<file path="src/rtl/fence_pkg.sv">
package fence_pkg;
   typedef enum logic [1:0] {
      CYC_RD  = 2'b00,
      CYC_WR  = 2'b01,
      CYC_JMP = 2'b10,
      CYC_IO  = 2'b11
   } cyc_kind_e;
endpackage

</file>
<file path="src/rtl/fence_bound_cmp.sv">
module fence_bound_cmp #(
   parameter int unsigned AW        = 15,
   parameter int unsigned LDR_WORDS = 64,
   parameter bit          LDR_EN    = 1'b1
) (
   input  logic [AW-1:0] addr,
   input  logic [AW-1:0] bound,
   input  logic          loader_sw,
   output logic          below_bound,
   output logic          in_ldr_zone
);
   localparam int unsigned SPACE = 1 << AW;
   localparam logic [AW-1:0] TOP_BASE = AW'(SPACE - LDR_WORDS);

   assign below_bound = (addr < bound);

   generate
      if (LDR_EN) begin : g_ldr
         assign in_ldr_zone = loader_sw && (addr >= TOP_BASE);
      end else begin : g_no_ldr
         assign in_ldr_zone = loader_sw & 1'b0;
      end
   endgenerate
endmodule

</file>
<file path="src/rtl/fence_ctl.sv">
module fence_ctl #(
   parameter int unsigned AW = 15
) (
   input  logic          clk,
   input  logic          rst_n,
   input  logic          bound_ld,
   input  logic [AW-1:0] bound_din,
   input  logic          arm,
   input  logic          trap_ack,
   input  logic          fault,
   output logic [AW-1:0] bound_q,
   output logic          prot_on,
   output logic          trap_req
);
   always_ff @(posedge clk) begin
      if (!rst_n) begin
         bound_q  <= '0;
         prot_on  <= 1'b0;
         trap_req <= 1'b0;
      end else begin
         if (bound_ld) bound_q <= bound_din;
         if (trap_ack)      prot_on <= 1'b0;
         else if (arm)      prot_on <= 1'b1;
         trap_req <= fault | (trap_req & ~trap_ack);
      end
   end
endmodule

</file>
<file path="src/rtl/fence_fault_latch.sv">
module fence_fault_latch #(
   parameter int unsigned AW = 15
) (
   input  logic          clk,
   input  logic          rst_n,
   input  logic          fault,
   input  logic          release_i,
   input  logic [AW-1:0] instr_addr,
   output logic [AW-1:0] fault_addr,
   output logic          fault_pend
);
   logic take;
   assign take = fault & (~fault_pend | release_i);

   always_ff @(posedge clk) begin
      if (!rst_n) begin
         fault_addr <= '0;
         fault_pend <= 1'b0;
      end else if (take) begin
         fault_addr <= instr_addr;
         fault_pend <= 1'b1;
      end else if (release_i) begin
         fault_pend <= 1'b0;
      end
   end
endmodule

</file>
<file path="src/rtl/mem_fence_guard.sv">
module mem_fence_guard #(
   parameter int unsigned AW        = 15,
   parameter int unsigned LDR_WORDS = 64,
   parameter bit          LDR_EN    = 1'b1,
   parameter bit          IO_TRAP   = 1'b1
) (
   input  logic          clk,
   input  logic          rst_n,
   input  logic          bound_ld,
   input  logic [AW-1:0] bound_din,
   input  logic          arm,
   input  logic          trap_ack,
   input  logic          fault_rd,
   input  logic          loader_sw,
   input  logic          cyc_valid,
   input  logic [1:0]    cyc_kind,
   input  logic [AW-1:0] cyc_addr,
   input  logic [AW-1:0] instr_addr,
   output logic          mem_we,
   output logic [AW-1:0] bound_q,
   output logic          prot_on,
   output logic          trap_req,
   output logic [AW-1:0] fault_addr,
   output logic          fault_pend
);
   import fence_pkg::*;

   generate
      if (AW < 7 || AW > 24) begin : g_bad_aw
         $error("mem_fence_guard: AW out of range");
      end
      if (LDR_WORDS == 0 || LDR_WORDS >= (1 << AW)) begin : g_bad_ldr
         $error("mem_fence_guard: LDR_WORDS must be within the address space");
      end
   endgenerate

   cyc_kind_e kind;
   logic      below, ldr_hit, is_wr, is_jmp, is_io, fault, io_fault;

   assign kind   = cyc_kind_e'(cyc_kind);
   assign is_wr  = cyc_valid && (kind == CYC_WR);
   assign is_jmp = cyc_valid && (kind == CYC_JMP);
   assign is_io  = cyc_valid && (kind == CYC_IO);

   fence_bound_cmp #(.AW(AW), .LDR_WORDS(LDR_WORDS), .LDR_EN(LDR_EN)) u_cmp (
      .addr        (cyc_addr),
      .bound       (bound_q),
      .loader_sw   (loader_sw),
      .below_bound (below),
      .in_ldr_zone (ldr_hit)
   );

   generate
      if (IO_TRAP) begin : g_io
         assign io_fault = is_io;
      end else begin : g_no_io
         assign io_fault = 1'b0;
      end
   endgenerate

   assign fault  = prot_on & ((is_wr & below) | (is_jmp & below) | io_fault);
   assign mem_we = is_wr & ~(prot_on & below) & ~ldr_hit;

   fence_ctl #(.AW(AW)) u_ctl (
      .clk       (clk),
      .rst_n     (rst_n),
      .bound_ld  (bound_ld),
      .bound_din (bound_din),
      .arm       (arm),
      .trap_ack  (trap_ack),
      .fault     (fault),
      .bound_q   (bound_q),
      .prot_on   (prot_on),
      .trap_req  (trap_req)
   );

   fence_fault_latch #(.AW(AW)) u_cap (
      .clk        (clk),
      .rst_n      (rst_n),
      .fault      (fault),
      .release_i  (fault_rd | arm),
      .instr_addr (instr_addr),
      .fault_addr (fault_addr),
      .fault_pend (fault_pend)
   );
endmodule

</file>
<file path="config.mk">
export PLATFORM = sky130hd
export DESIGN_NAME = mem_fence_guard
export DESIGN_NICKNAME = d
export VERILOG_FILES = /design/src/rtl/fence_pkg.sv /design/src/rtl/fence_bound_cmp.sv /design/src/rtl/fence_ctl.sv /design/src/rtl/fence_fault_latch.sv /design/src/rtl/mem_fence_guard.sv
export SDC_FILE = /design/constraint.sdc
export NUM_CORES = 1
export LEC_CHECK = 0
export BUFFER_PORTS_ARGS = -buffer_cell sky130_fd_sc_hd__buf_2
export CORE_ASPECT_RATIO = 1.4
export CORE_MARGIN = 4
export CORE_UTILIZATION = 25
export CTS_BUF_LIST = sky130_fd_sc_hd__clkbuf_16
export DETAILED_ROUTE_END_ITERATION = 6
export PLACE_DENSITY = 0.58
export SLEW_MARGIN = 20
export SYNTH_ARGS = -nofsm -noshare
export SYNTH_HDL_FRONTEND = slang
export SYNTH_SLANG_ARGS = --single-unit
</file>
<file path="constraint.sdc">
create_clock -name clk -period 2.7 [get_ports clk]
set_input_delay 0.54 -clock clk [delete_from_list [all_inputs] [get_ports clk]]
set_output_delay 0.54 -clock clk [all_outputs]
set_load 0.005 [all_outputs]
</file>
Yosys cells after proc, flatten, opt, wreduce, memory -nomap -nowiden
Cells that the tools add are included.
Storage, ports and cells
  register bits after elaboration: 33
  input bits: 55
Cells by class
  magnitude comparators: 2
  eq/ne operators: 3
  multiplexer cells: 2
  bitwise operators: 18
  reductions and logical operators: 6
Operator list (count)
  greater-or-equal comparator 15 bit, second input constant: 1
  less-than comparator 15 bit: 1
  AND 1 bit: 8
  inverter 1 bit: 5
  OR 1 bit: 5
  == test 2 bit, second input constant: 2
  logical AND 1 bit: 4
  == test 2 x 1 -> 1 bit, second input constant: 1
  2-to-1 mux 1 bit: 2
  nonzero test 2 bit: 1
  OR reduction 2 bit: 1

Longest topological paths before layout
  word-level depth: 8
  depth in mapped cells: 10
  gate-level depth less buffers: 8

Cells and area by module
From an unflattened synthesis, not the netlist that was laid out.
Unflattened totals
  cells, all modules: 181
  area total of the unflattened synthesis: 1734.2 sq um
By module, submodules not included
  fence_fault_latch: instances 1, cells an instance 69, area an instance 655.6 sq um, sequential area each 320.3 sq um
  fence_ctl: instances 1, cells an instance 54, area an instance 644.4 sq um, sequential area each 340.3 sq um
  fence_bound_cmp: instances 1, cells an instance 53, area an instance 391.6 sq um, sequential area each 0.0 sq um
  mem_fence_guard: instances 1, cells an instance 5, area an instance 42.5 sq um, sequential area each 0.0 sq um

Worst setup path before layout
OpenSTA, ideal clock, no wires.
  path kind: in2out
  start point: input cyc_addr[4]
  end point: output mem_we
  arrival time: 1.700 ns
  data required time: 2.160 ns
  slack: 0.460 ns
  stages on the path: 6
  buffers on the path: 0
  cell sequence: ha_1 a21oi_1 o21a_1 o21ai_1 a211oi_2 a2111oi_0
On the way
  word-level cells in the longest chain between the ends: 5
  elaborated cells on any way between the ends: 8
Ends and longest elaborated chain
  start: declaration: line mem_fence_guard.sv:17  | input logic [AW-1:0] cyc_addr,
  less-than comparator 15 bit: line fence_bound_cmp.sv:15  | assign below_bound = (addr < bound);
  AND 1 bit: line mem_fence_guard.sv:62  | assign mem_we = is_wr & ~(prot_on & below) & ~ldr_hit;
  inverter 1 bit: line mem_fence_guard.sv:62
  AND 1 bit: line mem_fence_guard.sv:62
  AND 1 bit (*): line mem_fence_guard.sv:62
  end: declaration: line mem_fence_guard.sv:19  | output logic mem_we,
Mark *: on every way between the ends. The rest lies on a longest branch, timed or not.

Worst setup path in the final report
  start point: register u_ctl.bound_q[2]
  end point: output mem_we
On the way
  word-level cells in the longest chain between the ends: 5
Ends and longest elaborated chain
  start: declaration: line fence_ctl.sv:11  | output logic [AW-1:0] bound_q,
  start signal: assignment: line fence_ctl.sv:21  | if (bound_ld) bound_q <= bound_din;
  less-than comparator 15 bit: line fence_bound_cmp.sv:15
  AND 1 bit: line mem_fence_guard.sv:62
  inverter 1 bit: line mem_fence_guard.sv:62
  AND 1 bit (2 in series): line mem_fence_guard.sv:62
No other way between the ends.

==> flow_summary.ini <==
[critical_path]
critical-path-max-stage-delay_ns = 0.38
timing.critical_path.from_type = flip-flop
worst_setup_path_end_kind = primary output
crit_slowest_cell = a2111oi_2
timing.critical_path.depth = 8
crit_fanout = 3
worstPathCellList = inv_1 -> ha_1 -> a21o_1 -> a31oi_2 -> o21ai_1 -> a211oi_2 -> a2111oi_2 -> buf_2
reg2regPathDepth = 11
critical_path_class = flip-flop to primary output
cp.arrival_ns = 2.01
cpLargestDelayFamily = compound AO/OA/AOI/OAI gates
critical_path.n_buffers_inverters = 2
worst_ep_required_time_ns = 2.16

[timing]
report.final.slew_viol_count = 0
final.setup.worst_slack_ns = 0.148
final_period_minus_worst_setup_slack_ns = 2.55
setup_violations = 0
tns_ns = 0
layout_worst_path_cycle_share_pct = 94.5
worst_pin_slew_ns = 1.00
timing_hold_violations_final = 0
timing_limited_maximum_frequency_mhz = 392
timing.slew.headroom_pct = 33.0
finalClockSkew_ns = 0.00484

[drt]
detail_route.vias_per_cell = 4.60
postRouteWirelength_um = 5160
drc = 0
wl_per_cell_um = 13.6
ant_nets = 0
detailedRoute.firstPassIterationCount = 4
dr.first_iter.drc_count = 42
detailroute.via_count = 1742

[run]
max_cap_violation_count = 0

[clock_network]
cts.sinks = 33
htree_num_levels = 2
clock-root-buffer = clkbuf_16
clk_pin_slew_ns = 0.05
clock_insertion_delay_worst_skew_ns = 0.27
cts_tree = yes
cts_buffers = 5
clock_tree.buffer_depth = 2

[global_route]
initial_antenna_violation_count = 0
grt_pass1_wl_um = 8270
pin_count_of_the_biggest_net_entering_global_routing = 31
grt_pass1_vias = 1729
globalRouteOverflowTotal = 0
gr-usage-all-layers_pct = 12.1

[yosys]
synth.yosys.seq_area_share_pct = 36.0
yosysWarningCount = 0
netlist_area_um2 = 1830
post_synth_num_cell_types = 32
synth.ff_latch_count = 33
post_syn_instances = 193
synth_nets = 262
mapped_avg_cell_area_um2 = 9.50

[run_status]
outcome = finished clean

[cells_and_area]
areaGrowthSynthToFinish_pct = 38.1
diodes = 0
final_cells = 379
fin_area_um2 = 2530
layout.nets = 352
fraction_of_final_layout_cells_sized_beyond_drive_strength_1_pct = 38.0
final_core_util_pct = 35.8

[power_and_ir_drop]
worst_ir_drop_vdd_uv = 251
static-leakage-power_nw = 1.20
power_density_relative_to_cell_area_nw_per_um2 = 507

[floorplanning]
placeableCoreArea_um2 = 7070
die_height_um = 109
top_level_ports = 89
initial_util_pct = 25.9
num_rows = 36
die-area_um2 = 8790
dieWidth_um = 80.4

[place]
place.detailed.hpwl_um = 3960
finalWeightedCongestion = 0.724
place_area_um2 = 2370
post-place-ws_ns = 0.0864
place_inst = 370
port_buffers = 88

[min_path]
whs_path_depth = 2
worstHoldPathType = input pin to flip-flop
Yosys cell counts:
master | n | area, um2
clkbuf_1 | 6 | 22.5
nand4_1 | 5 | 31.3
o2111ai_1 | 1 | 8.76
o21ai_0 | 3 | 15.0
a221o_1 | 15 | 150
buf_6 | 3 | 33.8
ha_1 | 14 | 175
dfxtp_1 | 33 | 661
nand2_1 | 9 | 33.8
nand3_1 | 1 | 5.00
o21ai_1 | 1 | 5.00
a22oi_1 | 15 | 113
o21a_1 | 1 | 7.51
nand2b_1 | 1 | 6.26
a21o_1 | 2 | 15.0
and3_1 | 1 | 6.26
a2111oi_0 | 1 | 8.76
nor3b_1 | 1 | 7.51
a31oi_1 | 1 | 6.26
nor2b_1 | 31 | 194
buf_2 | 1 | 5.00
nor3b_4 | 1 | 18.8
mux2i_1 | 15 | 150
a21oi_1 | 6 | 30.0
o21ai_4 | 1 | 16.3
inv_2 | 1 | 3.75
nor2_1 | 4 | 15.0
nor3_2 | 1 | 10.0
inv_1 | 15 | 56.3
a211oi_2 | 1 | 12.5
nor2_2 | 1 | 6.26
nor3_1 | 1 | 5.00
worst register-to-register path, stage by stage (launching register included):
cell and delay (ns):
dfxtp_1 0.35, inv_1 0.05, ha_1 0.29, a21o_1 0.19
a31oi_2 0.16, o21ai_1 0.12, a211oi_2 0.31, buf_4 0.16
buf_4 0.10, and3_1 0.19, buf_12 0.15, a221o_1 0.15
kinds of logic after synthesis:
| group | Yosys count | share of synthesized area [%] |
|---|---|---|
| flops | 33 | 36.0 |
| compound gates | 48 | 21.1 |
| fa+ha+maj | 14 | 9.55 |
| mux | 15 | 8.19 |
| buf+inv | 26 | 6.62 |
| simple gates | 57 | 18.5 |
cell usage in the layout (no fill, tap or decap), types with 2 or more instances in the layout:
cell type,synthesis,routed
clkinv_2,0,2
a22oi_1,15,15
ha_1,14,14
buf_2,1,88
nor2b_1,31,31
mux2i_1,15,15
nand4_1,5,5
a221o_1,15,15
o21ai_0,3,3
nand2_1,9,9
inv_1,15,16
nor2_1,4,4
clkbuf_16,0,5
a21o_1,2,2
dfxtp_1,33,33
buf_4,0,4
a21oi_1,6,6
repair_timing:
| item | 4_1_cts | 5_1_grt |
|---|---|---|
| gates resized for setup | 0 | 3 |
| buffers inserted | 0 | 1 |
| endpoints found under the hold margin | 0 | 0 |
| hold buffers | 0 | 0 |
| endpoints found under the setup margin | 0 | 1 |
where the power goes:
part           internal (mW)  total [mW]  leakage, nW  switching (mW)
combinational          0.114       0.217        0.860           0.104
clock                  0.334       0.536       0.0748           0.202
sequential             0.512       0.531        0.270          0.0185
total                  0.960        1.28         1.20           0.324
metrics by stage:
step                      hold slack (ns)  power, mW
after CTS                           0.431       1.31
after global placement              0.490      0.753
after global routing                0.439       1.37
after floorplan                     0.501      0.653
final                               0.440       1.28
after detailed placement            0.491      0.756
final timing paths:
kind	startpoint	to	slack, ns
max reg2reg	u_ctl.bound_q[2]	u_cap.fault_addr[3]	0.43
min	trap_ack	u_ctl.prot_on	0.44
min reg2reg	u_cap.fault_addr[1]	u_cap.fault_addr[1]	0.51
max	u_ctl.bound_q[2]	mem_we	0.15
registers in the layout, summed over array words and instances, names as in the netlist:
register	flops
u_ctl.prot_on	1
u_cap.fault_pend	1
u_cap.fault_addr	15
u_ctl.bound_q	15
u_ctl.trap_req	1
routing by layer:
metal	GRT usage, %	share of wire, %
met4	3.62	0.97
met2	20.9	49
met1	14.0	42
met3	3.93	8.2
met5	0	0
layout make-up:
| class | count | area, um2 |
|---|---|---|
| clock inverter | 3 | 13.8 |
| sequential | 33 | 661 |
| inverter | 16 | 60.1 |
| timing repair buffer | 93 | 490 |
| fill | 772 | 4540 |
| clock buffer | 5 | 125 |
| tap | 95 | 119 |
| multi-input combinational | 134 | 1060 |
No activity file was read; power rests on OpenSTA's default activity.
